### config.mk
export PLATFORM = sky130hd
export DESIGN_NAME = oddeven_uart_dump
export DESIGN_NICKNAME = d
export VERILOG_FILES = /design/src/rtl/oed_pkg.sv /design/src/rtl/oed_debounce.sv /design/src/rtl/oed_source.sv /design/src/rtl/oed_seq.sv /design/src/rtl/oed_uart_tx.sv /design/src/rtl/oddeven_uart_dump.sv
export SDC_FILE = /design/constraint.sdc
export NUM_CORES = 1
export LEC_CHECK = 0
export BUFFER_PORTS_ARGS = -buffer_cell sky130_fd_sc_hd__buf_2
export CAP_MARGIN = 25
export CORE_AREA = 2 2 290 292
export DETAILED_ROUTE_END_ITERATION = 7
export DIE_AREA = 0 0 292 294
export GPL_ROUTABILITY_DRIVEN = 0
export GPL_TIMING_DRIVEN = 0
export PLACE_DENSITY = 0.71
export SLEW_MARGIN = 0
export SYNTH_ARGS = -nofsm -noshare
export SYNTH_HDL_FRONTEND = slang
export SYNTH_SLANG_ARGS = --single-unit
### constraint.sdc
create_clock -name clk_i -period 3.55 [get_ports clk_i]
set_input_delay 0.355 -clock clk_i [delete_from_list [all_inputs] [get_ports clk_i]]
set_output_delay 0.355 -clock clk_i [all_outputs]
set_load 0.05 [all_outputs]
### src/rtl/oed_pkg.sv
package oed_pkg;
  typedef enum logic [1:0] {
    SQ_IDLE = 2'd0,
    SQ_FILL = 2'd1,
    SQ_ARM  = 2'd2,
    SQ_SEND = 2'd3
  } sq_state_e;

  localparam int unsigned LANES    = 2;
  localparam int unsigned LANE_ODD = 0;
  localparam int unsigned LANE_EVN = 1;
endpackage

### src/rtl/oed_debounce.sv
module oed_debounce #(
  parameter int unsigned DELAY = 1_000_000
) (
  input  logic clk_i,
  input  logic rst_ni,
  input  logic key_ni,
  output logic hit_o
);
  localparam int unsigned CW = $clog2(DELAY);
  localparam logic [CW-1:0] SAT = CW'(DELAY - 1);
  localparam logic [CW-1:0] HIT = CW'(DELAY - 2);

  logic [CW-1:0] cnt_q;

  always_ff @(posedge clk_i or negedge rst_ni) begin
    if (!rst_ni)           cnt_q <= '0;
    else if (key_ni)       cnt_q <= '0;
    else if (cnt_q != SAT) cnt_q <= cnt_q + 1'b1;
  end

  assign hit_o = (cnt_q == HIT);

  AST_HIT_SINGLE: assert property (@(posedge clk_i) disable iff (!rst_ni)
    hit_o |=> !hit_o);
endmodule

### src/rtl/oed_source.sv
module oed_source #(
  parameter int unsigned N_VAL  = 100,
  parameter int unsigned DATA_W = 8
) (
  input  logic              clk_i,
  input  logic              rst_ni,
  output logic              odd_vld_o,
  output logic [DATA_W-1:0] odd_data_o,
  output logic              evn_vld_o,
  output logic [DATA_W-1:0] evn_data_o
);
  localparam int unsigned AW   = $clog2(N_VAL);
  localparam int unsigned HALF = N_VAL / 2;
  localparam logic [AW-1:0] K_LAST = AW'(HALF - 1);
  localparam logic [AW-1:0] J_LAST = AW'(N_VAL - 1);

  logic [DATA_W-1:0] mem_q [N_VAL];
  logic              fill_q, scan_q, rd_vld_q;
  logic [AW-1:0]     fill_k_q, scan_j_q;
  logic [AW-1:0]     wa_a, wa_b;
  logic [DATA_W-1:0] rd_a_q, rd_b_q;
  logic              odd_vld_q, evn_vld_q;
  logic [DATA_W-1:0] odd_q, evn_q;

  // port A takes even addresses, port B odd ones, same clock
  assign wa_a = {fill_k_q[AW-2:0], 1'b0};
  assign wa_b = {fill_k_q[AW-2:0], 1'b1};

  always_ff @(posedge clk_i) begin
    if (fill_q) begin
      mem_q[wa_a] <= DATA_W'(wa_a);
      mem_q[wa_b] <= DATA_W'(wa_b);
    end
  end

  always_ff @(posedge clk_i or negedge rst_ni) begin
    if (!rst_ni) begin
      fill_q   <= 1'b1;
      scan_q   <= 1'b0;
      fill_k_q <= '0;
      scan_j_q <= '0;
    end else if (fill_q) begin
      if (fill_k_q == K_LAST) begin
        fill_q <= 1'b0;
        scan_q <= 1'b1;
      end else begin
        fill_k_q <= fill_k_q + 1'b1;
      end
    end else if (scan_q) begin
      if (scan_j_q == J_LAST) scan_q <= 1'b0;
      else                    scan_j_q <= scan_j_q + 1'b1;
    end
  end

  // two read ports on the same scan address
  always_ff @(posedge clk_i or negedge rst_ni) begin
    if (!rst_ni) begin
      rd_vld_q <= 1'b0;
      rd_a_q   <= '0;
      rd_b_q   <= '0;
    end else begin
      rd_vld_q <= scan_q;
      if (scan_q) begin
        rd_a_q <= mem_q[scan_j_q];
        rd_b_q <= mem_q[scan_j_q];
      end
    end
  end

  // parity filter: hold last capture when the lsb does not match
  always_ff @(posedge clk_i or negedge rst_ni) begin
    if (!rst_ni) begin
      odd_vld_q <= 1'b0;
      evn_vld_q <= 1'b0;
      odd_q     <= '0;
      evn_q     <= '0;
    end else begin
      odd_vld_q <= rd_vld_q & rd_a_q[0];
      evn_vld_q <= rd_vld_q & ~rd_b_q[0];
      if (rd_vld_q && rd_a_q[0])  odd_q <= rd_a_q;
      if (rd_vld_q && !rd_b_q[0]) evn_q <= rd_b_q;
    end
  end

  assign odd_vld_o  = odd_vld_q;
  assign odd_data_o = odd_q;
  assign evn_vld_o  = evn_vld_q;
  assign evn_data_o = evn_q;

  AST_ODD_LSB: assert property (@(posedge clk_i) disable iff (!rst_ni)
    odd_vld_o |-> odd_data_o[0]);
  AST_EVN_LSB: assert property (@(posedge clk_i) disable iff (!rst_ni)
    evn_vld_o |-> !evn_data_o[0]);
endmodule

### src/rtl/oed_seq.sv
module oed_seq
  import oed_pkg::*;
#(
  parameter int unsigned DEPTH  = 50,
  parameter int unsigned DATA_W = 8
) (
  input  logic              clk_i,
  input  logic              rst_ni,
  input  logic              cap_vld_i,
  input  logic [DATA_W-1:0] cap_data_i,
  input  logic              go_i,
  input  logic              done_i,
  output logic              idle_o,
  output logic              busy_o,
  output logic              start_o,
  output logic [DATA_W-1:0] data_o
);
  localparam int unsigned PW = $clog2(DEPTH);
  localparam logic [PW-1:0] P_LAST = PW'(DEPTH - 1);

  logic [DATA_W-1:0] mem_q [DEPTH];
  sq_state_e         state_q;
  logic [PW-1:0]     wr_ptr_q, rd_addr_q;
  logic              start_q;

  always_ff @(posedge clk_i) begin
    if (state_q == SQ_FILL && cap_vld_i) mem_q[wr_ptr_q] <= cap_data_i;
  end

  always_ff @(posedge clk_i or negedge rst_ni) begin
    if (!rst_ni) begin
      state_q   <= SQ_FILL;
      wr_ptr_q  <= '0;
      rd_addr_q <= '0;
      start_q   <= 1'b0;
    end else begin
      start_q <= 1'b0;
      unique case (state_q)
        SQ_FILL: begin
          if (cap_vld_i) begin
            if (wr_ptr_q == P_LAST) state_q  <= SQ_IDLE;
            else                    wr_ptr_q <= wr_ptr_q + 1'b1;
          end
        end
        SQ_IDLE: if (go_i) state_q <= SQ_ARM;
        SQ_ARM: begin
          rd_addr_q <= '0;
          start_q   <= 1'b1;
          state_q   <= SQ_SEND;
        end
        SQ_SEND: begin
          if (done_i) begin
            if (rd_addr_q == P_LAST) begin
              state_q <= SQ_IDLE;
            end else begin
              rd_addr_q <= rd_addr_q + 1'b1;
              start_q   <= 1'b1;
            end
          end
        end
        default: state_q <= SQ_IDLE;
      endcase
    end
  end

  assign idle_o  = (state_q == SQ_IDLE);
  assign busy_o  = (state_q == SQ_ARM) || (state_q == SQ_SEND);
  assign start_o = start_q;
  assign data_o  = mem_q[rd_addr_q];

  AST_ADDR_RANGE: assert property (@(posedge clk_i) disable iff (!rst_ni)
    int'(rd_addr_q) < DEPTH);
  AST_START_CAUSE: assert property (@(posedge clk_i) disable iff (!rst_ni)
    (start_q && state_q == SQ_SEND && $past(state_q) == SQ_SEND) |-> $past(done_i));
endmodule

### src/rtl/oed_uart_tx.sv
module oed_uart_tx #(
  parameter int unsigned CLK_HZ  = 50_000_000,
  parameter int unsigned BAUD    = 115_200,
  parameter int unsigned DATA_W  = 8,
  parameter bit          PAR_ODD = 1'b0
) (
  input  logic              clk_i,
  input  logic              rst_ni,
  input  logic              start_i,
  input  logic [DATA_W-1:0] data_i,
  output logic              tx_o,
  output logic              done_o
);
  localparam int unsigned PER   = CLK_HZ / BAUD;
  localparam int unsigned CW    = $clog2(PER);
  localparam int unsigned SLOTS = DATA_W + 3;
  localparam int unsigned SW    = $clog2(SLOTS);
  localparam logic [CW-1:0] C_LAST  = CW'(PER - 1);
  localparam logic [SW-1:0] S_FIRST = SW'(1);
  localparam logic [SW-1:0] S_DLAST = SW'(DATA_W);
  localparam logic [SW-1:0] S_PAR   = SW'(DATA_W + 1);
  localparam logic [SW-1:0] S_STOP  = SW'(DATA_W + 2);

  logic              s1_q, s2_q, start_edge;
  logic              busy_q, par_q;
  logic [CW-1:0]     cnt_q;
  logic [SW-1:0]     slot_q;
  logic [DATA_W-1:0] sh_q;

  assign start_edge = s1_q & ~s2_q;

  always_ff @(posedge clk_i or negedge rst_ni) begin
    if (!rst_ni) begin
      s1_q   <= 1'b0;
      s2_q   <= 1'b0;
      busy_q <= 1'b0;
      par_q  <= 1'b0;
      cnt_q  <= '0;
      slot_q <= '0;
      sh_q   <= '0;
    end else begin
      s1_q <= start_i;
      s2_q <= s1_q;
      if (!busy_q) begin
        if (start_edge) begin
          busy_q <= 1'b1;
          cnt_q  <= '0;
          slot_q <= '0;
          sh_q   <= data_i;            // latched once, immune to later changes
          par_q  <= (^data_i) ^ PAR_ODD;
        end
      end else if (cnt_q == C_LAST) begin
        cnt_q <= '0;
        if (slot_q == S_STOP) busy_q <= 1'b0;
        else                  slot_q <= slot_q + 1'b1;
        if (slot_q >= S_FIRST && slot_q <= S_DLAST) sh_q <= sh_q >> 1;
      end else begin
        cnt_q <= cnt_q + 1'b1;
      end
    end
  end

  always_comb begin
    tx_o = 1'b1;
    if (busy_q) begin
      if (slot_q == '0)         tx_o = 1'b0;
      else if (slot_q <= S_DLAST) tx_o = sh_q[0];
      else if (slot_q == S_PAR) tx_o = par_q;
    end
  end

  assign done_o = busy_q && (slot_q == S_STOP) && (cnt_q == C_LAST);

  AST_NO_RESTART: assert property (@(posedge clk_i) disable iff (!rst_ni)
    start_edge |-> !busy_q);
  AST_DONE_ENDS: assert property (@(posedge clk_i) disable iff (!rst_ni)
    done_o |=> !busy_q);
  AST_SLOT_HOLD: assert property (@(posedge clk_i) disable iff (!rst_ni)
    (busy_q && cnt_q != C_LAST) |=> $stable(slot_q) && $stable(tx_o));
  AST_IDLE_LINE: assert property (@(posedge clk_i) disable iff (!rst_ni)
    (!busy_q && !start_edge) |=> tx_o);
endmodule

### src/rtl/oddeven_uart_dump.sv
module oddeven_uart_dump
  import oed_pkg::*;
#(
  parameter int unsigned N_VAL     = 100,
  parameter int unsigned DATA_W    = 8,
  parameter int unsigned DEB_DELAY = 1_000_000,
  parameter int unsigned CLK_HZ    = 50_000_000,
  parameter int unsigned BAUD      = 115_200,
  parameter bit          PAR_ODD   = 1'b0
) (
  input  logic clk_i,
  input  logic rst_ni,
  input  logic key_odd_ni,
  input  logic key_even_ni,
  output logic tx_o
);
  localparam int unsigned DEPTH = N_VAL / 2;

  logic [LANES-1:0]             key_n, hit, idle, busy, start, go, cap_vld;
  logic [LANES-1:0][DATA_W-1:0] cap_data, rd_data;
  logic                         go_odd, go_evn;
  logic                         tx_start_q, tx_done;
  logic [DATA_W-1:0]            tx_data_q;

  assign key_n[LANE_ODD] = key_odd_ni;
  assign key_n[LANE_EVN] = key_even_ni;

  oed_source #(.N_VAL(N_VAL), .DATA_W(DATA_W)) u_source (
    .clk_i      (clk_i),
    .rst_ni     (rst_ni),
    .odd_vld_o  (cap_vld[LANE_ODD]),
    .odd_data_o (cap_data[LANE_ODD]),
    .evn_vld_o  (cap_vld[LANE_EVN]),
    .evn_data_o (cap_data[LANE_EVN])
  );

  // one lane may start only when the other owns nothing; odd wins a tie
  assign go_odd = hit[LANE_ODD] & idle[LANE_ODD] & ~busy[LANE_EVN];
  assign go_evn = hit[LANE_EVN] & idle[LANE_EVN] & ~busy[LANE_ODD] & ~go_odd;
  assign go[LANE_ODD] = go_odd;
  assign go[LANE_EVN] = go_evn;

  for (genvar g = 0; g < LANES; g++) begin : g_lane
    oed_debounce #(.DELAY(DEB_DELAY)) u_deb (
      .clk_i  (clk_i),
      .rst_ni (rst_ni),
      .key_ni (key_n[g]),
      .hit_o  (hit[g])
    );

    oed_seq #(.DEPTH(DEPTH), .DATA_W(DATA_W)) u_seq (
      .clk_i      (clk_i),
      .rst_ni     (rst_ni),
      .cap_vld_i  (cap_vld[g]),
      .cap_data_i (cap_data[g]),
      .go_i       (go[g]),
      .done_i     (tx_done),
      .idle_o     (idle[g]),
      .busy_o     (busy[g]),
      .start_o    (start[g]),
      .data_o     (rd_data[g])
    );
  end

  always_ff @(posedge clk_i or negedge rst_ni) begin
    if (!rst_ni) begin
      tx_start_q <= 1'b0;
      tx_data_q  <= '0;
    end else if (busy[LANE_ODD]) begin
      tx_start_q <= start[LANE_ODD];
      tx_data_q  <= rd_data[LANE_ODD];
    end else if (busy[LANE_EVN]) begin
      tx_start_q <= start[LANE_EVN];
      tx_data_q  <= rd_data[LANE_EVN];
    end
  end

  oed_uart_tx #(
    .CLK_HZ  (CLK_HZ),
    .BAUD    (BAUD),
    .DATA_W  (DATA_W),
    .PAR_ODD (PAR_ODD)
  ) u_tx (
    .clk_i   (clk_i),
    .rst_ni  (rst_ni),
    .start_i (tx_start_q),
    .data_i  (tx_data_q),
    .tx_o    (tx_o),
    .done_o  (tx_done)
  );

  AST_ONE_OWNER: assert property (@(posedge clk_i) disable iff (!rst_ni)
    !(busy[LANE_ODD] && busy[LANE_EVN]));
  AST_TIE_ODD: assert property (@(posedge clk_i) disable iff (!rst_ni)
    (hit[LANE_ODD] && hit[LANE_EVN] && idle[LANE_ODD] && idle[LANE_EVN])
      |=> busy[LANE_ODD] && !busy[LANE_EVN]);
endmodule

# [Word level (Yosys, flattened, before mapping)]
# Memory sizes are Yosys's and may differ from the RTL's. A register that Yosys moved wholly into a read port is not among the register bits.
# Cells that the tools add are included.
# Widths: inputs -> output; s select.
[word_totals] reg_bits=147 ram_bits=1500 input_bits=4 output_inout_bits=1 elab_cells=193 mem_count=3
[mem_list] memory="u_source.mem_q" words=100 word_bits=7 read_ports=1 rd_ports_with_merged_regs=1 write_ports=2 line="oed_source.sv:17" text="logic [DATA_W-1:0] mem_q [N_VAL];"
[mem_list] memory="g_lane[0].u_seq.mem_q" words=50 word_bits=8 read_ports=1 rd_ports_with_merged_regs=0 write_ports=1 line="oed_seq.sv:21" text="logic [DATA_W-1:0] mem_q [DEPTH];"
[mem_list] memory="g_lane[1].u_seq.mem_q" words=50 word_bits=8 read_ports=1 rd_ports_with_merged_regs=0 write_ports=1 line="oed_seq.sv:21"
[classes] n_addsub=10 order_cmp=2 eq_ne=35 muxes=63 bitwise_logic=19 reduce_logical=32
[ops] cell="$mux 20" n=4
[ops] cell="$mux 8" n=6
[ops] cell="$add 20x1->20 const B" n=2
[ops] cell="$eq 20x20->1 const B" n=2
[ops] cell="$ne 20x20->1 const B" n=2
[ops] cell="$mux 9" n=3
[ops] cell="$mux 1" n=26
[ops] cell="$add 6x1->6 const B" n=4
[ops] cell="$eq 6x6->1 const B" n=4
[ops] cell="$mux 6" n=4
[ops] cell="$ne 2x2->1 const B" n=12
[ops] cell="$pmux 6 s2" n=2
[ops] cell="$reduce_and 3->1" n=7
[ops] cell="$mux 2" n=10
[ops] cell="$mux 4" n=4
[ops] cell="$pmux 2 s4" n=2
[ops] cell="$add 7x1->7 const B" n=2
[ops] cell="$reduce_bool 2->1" n=6
[ops] cell="$not 1->1" n=11
[ops] cell="$reduce_and 5->1" n=2
[ops] cell="$add 9x1->9 const B" n=1
[ops] cell="$eq 9x9->1 const B" n=1
[ops] cell="$and 1x1->1" n=8
[ops] cell="$eq 2x2->1 const B" n=4
[ops] cell="16 further kinds" n=32

# [Longest topological paths before layout]
[depth] ltp_word=8 depth_mapped=9 mapped_depth_nobuf=7

# [Hierarchy]
# Synthesis repeated with hierarchy kept, for this count alone.
[unflattened] hier_cells=2803 hier_area_um2=50642.3
[by_module_without_submodules] mod="oed_seq (g_lane[1].u_seq)" n_inst=1 cells_each=851 area_per_inst_um2=16525.8 seq_area_each_um2=12388.1
[by_module_without_submodules] mod="oed_seq (g_lane[0].u_seq)" n_inst=1 cells_each=799 area_per_inst_um2=16414.5 seq_area_each_um2=12388.1
[by_module_without_submodules] mod="oed_source" n_inst=1 cells_each=708 area_per_inst_um2=13480.4 seq_area_each_um2=10010.9
[by_module_without_submodules] mod="oed_debounce" n_inst=2 cells_each=117 area_per_inst_um2=1129.8 seq_area_each_um2=500.5
[by_module_without_submodules] mod="oed_uart_tx" n_inst=1 cells_each=169 area_per_inst_um2=1524.0 seq_area_each_um2=625.6
[by_module_without_submodules] mod="oddeven_uart_dump" n_inst=1 cells_each=42 area_per_inst_um2=437.9 seq_area_each_um2=225.2

# [Worst setup path after synthesis]
# OpenSTA, ideal clock, no wires.
[synth_path] kind="reg2reg" start="register u_source.fill_k_q[3]" end="memory u_source.mem_q[31][1] in the netlist's numbering, enable pin" setup_ns=0.350 t_arrival_ns=2.141 t_required_ns=3.200 slack_ns=1.059 path_stages_with_launch=5 n_path_buf=2 period_less_slack_ns=2.491 path_cell_list="dfrtp_1 > clkbuf_1 > or3b_2 > clkbuf_1 > nor2_1"
[synth_rtl] element="start, declared" line="oed_source.sv:19" text="logic [AW-1:0] fill_k_q, scan_j_q;"
[synth_rtl] element="start signal, assigned" line="oed_source.sv:47" text="fill_k_q <= fill_k_q + 1'b1;"
[synth_rtl] element="end, declared" line="oed_source.sv:17"

# [Worst setup path after layout]
[layout_path] start="register g_lane[0].u_seq.rd_addr_q[1]" end="register tx_data_q[2]"
[layout_between] elab_chain_cells=2
[layout_lines] element="start, declared" line="oed_seq.sv:23" text="logic [PW-1:0] wr_ptr_q, rd_addr_q;"
[layout_lines] element="start signal, assigned" line="oed_seq.sv:56" text="rd_addr_q <= rd_addr_q + 1'b1;"
[layout_lines] element="$mem_v2 50x8"
[layout_lines] element="$mux 8" line="oddeven_uart_dump.sv:69" text="end else if (busy[LANE_ODD]) begin"
[layout_lines] element="end signal, assigned" line="oddeven_uart_dump.sv:71" text="tx_data_q <= rd_data[LANE_ODD];"
[layout_lines] element="end signal, assigned" line="oddeven_uart_dump.sv:74" text="tx_data_q <= rd_data[LANE_EVN];"
[layout_lines] element="end, declared" line="oddeven_uart_dump.sv:23" text="logic [DATA_W-1:0] tx_data_q;"
# Every way passes these cells.
# A chain may end at the register's enable or synchronous reset.

==> metrics.txt <==
most used cell, CP buf_2; clk_skew 20.93 ps; via count 24.92k; commonest non-fill, non-tap cell in the layout edfxtp_1; Post-synth EDFFs about 1.0k; Max Buffers Root-to-Sink 3; CP Cell Sequence buf_2, buf_2, clkdlybuf4s15_1, mux4_2, o22ai_1, a211oi_1, a221oi_1, o41ai_1; Leak roughly 14 nW; total number of yosys warnings 0; Pwr Density 521.3 nW/um^2; CTS tree built; crit path from g_lane[0].u_seq.rd_addr_q[1]; port bufs 2; capture point of the worst path tx_data_q[2]; predominant post-synthesis flop cell edfxtp_1; mean area per synthesized cell 17.85 um^2; WL final around 110,000 um; Setup Viol. Count Final 0; worst-margin pin slew between 1000 and 1500 ps; status completed; Worst R2R End tx_data_q[2]; WL per Instance 27.87 um; Ports 5; HP Class primary input to flip-flop; synthesized flop and latch total approximately 1.1k; H-tree Lvls 3; setup TNS 0 ps; largest net degree at the start of global routing between 80 and 90; fin crit share 0.9730; unrepaired setup endpoints after global routing false; Cell Area, Synth approximately 46,000 um^2; Worst Path Required 4070 ps; number of DRC markers in iteration 0 about 3.5k; Clock Tree Root clkbuf_16; Starting Density 0.5553; clock latency on the worst-skew pair just under 700 ps; number of global-route vias before repair between 20k and 30k; hpwl dp 70,090 um; CTS Buf Count between 100 and 150; critical path depth in cells 8; VDD IR-drop max just under 0.6 mV; ratio of cells with drive above 1 in the final layout 0.1968; dpl ws -55.22 ps; Tmin final around 3500 ps; CP bufs+invs 3; WP data arrival ~4000 ps; Antenna Violating Nets Remaining 0; CP Capture Type flip-flop; Vias/cell between 6 and 7; cells on worst reg2reg path 8; Yosys top cell area share 0.6524; total power 26.83 mW; core area 82,890 um^2; nets@finish 2,728; Slew Viols, Final 0; Die Wd 292 um; post-synthesis sequential area ratio 0.7297; placed cells around 3.7k; Hold Fails Final Rpt 0; Crit path largest cell delay 770 ps; CTS clock-pin slew for the worst setup and hold paths 60 ps; GRT Total Usage 0.2551; slowest CP cell clkdlybuf4s15_1; Critical Path Start Type flip-flop; Clock Sinks about 1.1k; cell taking the most area after synthesis edfxtp_1; Post-Syn Instances around 2.6k; largest fanout on the critical path 10; delay-heaviest family, CP buffers and inverters; maxcap violations 0; synth unique cells 73; initial antenna violation count 1; setup ws final between 90 and 100 ps; Reg-to-Reg Start g_lane[0].u_seq.rd_addr_q[1]; fin util 0.6210; DR DRC count 0; Layout area overhead 11.83%; Fillers 5,572; kind of critical path flip-flop to flip-flop; die height about 290 um; commonest cells after routing, fill and taps aside 1,000 x edfxtp_1, 240 x nor2_1, 214 x mux4_2, 122 x nand2_1, 122 x dfrtp_1; die area roughly 86,000 um^2; postcts setup bufs 0; grt total ovfl 0; Mapped Nets approximately 2.6k; row count 106; Pre-antenna DRT Iters 6; f_max 289.5 MHz; first-pass GRT wire length 161,900 um; r2r setup slk 100 ps; Max-Slew Margin vs Limit 0.2696; Final Non-Filler Cells about 3.9k; synth top area cells edfxtp_1 65%, mux4_2 10%, dfrtp_1 7.6%; FFs w/ async S/R, synth 0.1243
==> per-layer routing <==
metal,share of wire,vias to the layer above,wire (um),GRT usage
met3,0.086,227,9337,0.03678
li1,-,10520,-,-
met5,0,-,0,0
met2,0.49,1328,53040,0.4173
met4,0.033,0,3597,0.09002
met1,0.39,12840,42200,0.3558
==> cells by family (layout without fill, tap and decap cells) <==
logic type      count (synthesis)  count (layout)  share of synthesized area
other cells                     0               1                          0
mux                           355             355                     0.1366
simple gates                  577             577                    0.05940
buf+inv                       169             390                    0.01810
flops                        1142            1142                     0.7297
xor+xnor                       55              55                    0.01047
fa+ha+maj                      22              22                   0.005980
compound gates                259             259                    0.03974
==> worst min path at each step <==
| stage | startpoint | end | cells after the start |
|---|---|---|---|
| 4_1_cts | key_even_ni | g_lane[1].u_deb.cnt_q[17] | 2 |
| 3_5_place_dp | u_source.scan_q | u_source.rd_vld_q | 0 |
| 6_report | key_even_ni | g_lane[1].u_deb.cnt_q[17] | 2 |
| 3_3_place_gp | u_source.scan_q | u_source.rd_vld_q | 0 |
| 2_1_floorplan | rst_ni | g_lane[0].u_deb.cnt_q[0] | 0 |
| 5_1_grt | key_even_ni | g_lane[1].u_deb.cnt_q[17] | 2 |
==> area by class of cell <==
cell class	instances	area, um^2	share of cell area
sequential	1142	33610	0.6529
multi-input combinational	1268	11610	0.2255
clock buffer	139	3035	0.05897
tap	1080	1351	0.02625
clock inverter	72	855.8	0.01663
buffer	133	705.7	0.01371
timing repair buffer	10	171.4	0.003330
inverter	36	135.1	0.002625
antenna	1	2.502	0.00004862
==> registers in the layout (all words and copies together) (netlist names), 9 cells and up <==
signal and count:
u_source.mem_q 300, g_lane.u_seq.wr_ptr_q 12, g_lane.u_seq.rd_addr_q 12, g_lane.u_deb.cnt_q 40
u_tx.cnt_q 9, g_lane.u_seq.mem_q 700
==> cell usage after synthesis, types with 8 or more instances <==
cell and count:
dfrtp_1 139, buf_2 30, o31ai_1 10, buf_1 10
ha_1 22, xnor2_1 30, a22oi_1 30, inv_1 32
nand2_1 122, xor2_1 25, mux2_2 46, o2111ai_1 8
or3b_2 8, mux2i_1 95, a22o_1 13, and2_1 11
nand3b_1 14, a211oi_1 12, o22ai_1 15, a31oi_1 10
and3_1 11, nor2b_1 16, clkbuf_1 63, o221ai_1 16
nor2_1 240, edfxtp_1 1000, a21oi_1 37, nor4_1 8
mux4_2 214, buf_6 13, nand4_1 26, a221oi_1 12
o21ai_0 44, buf_4 17, nand2b_1 18, or3_1 13
nand3_1 41, nor3_1 17
==> worst register-to-register path, cell delays in order, from the launching register on <==
cell and delay [ps]:
dfrtp_1 350, buf_2 290, buf_2 380, clkdlybuf4s15_1 780, mux4_2 450, o22ai_1 340, a211oi_1 90, a221oi_1 400
o41ai_1 210
==> per-stage QoR <==
stage / cell area [um^2] / hold slack, ps
after CTS: 51430 / 22.28
after global placement: 47390 / 359.2
final: 51470 / 53.92
after floorplan: 46030 / 59.41
after detailed placement: 47530 / 358.7
after global routing: 51470 / 57.67
==> report_power, final <==
part,switching [mW],internal [mW]
Clock,5.10,7.26
Sequential,0.00726,14.4
Combinational,0.0485,0.0137
Total,5.15,21.7
==> what timing repair did <==
action / CTS / global route
hold endpoints to repair: 58 / 0
endpoints found under the setup margin: 1 / 1
gates resized for setup: 1 / 2
hold buffers: 1 / 0
No activity file was read; power rests on OpenSTA's default activity.
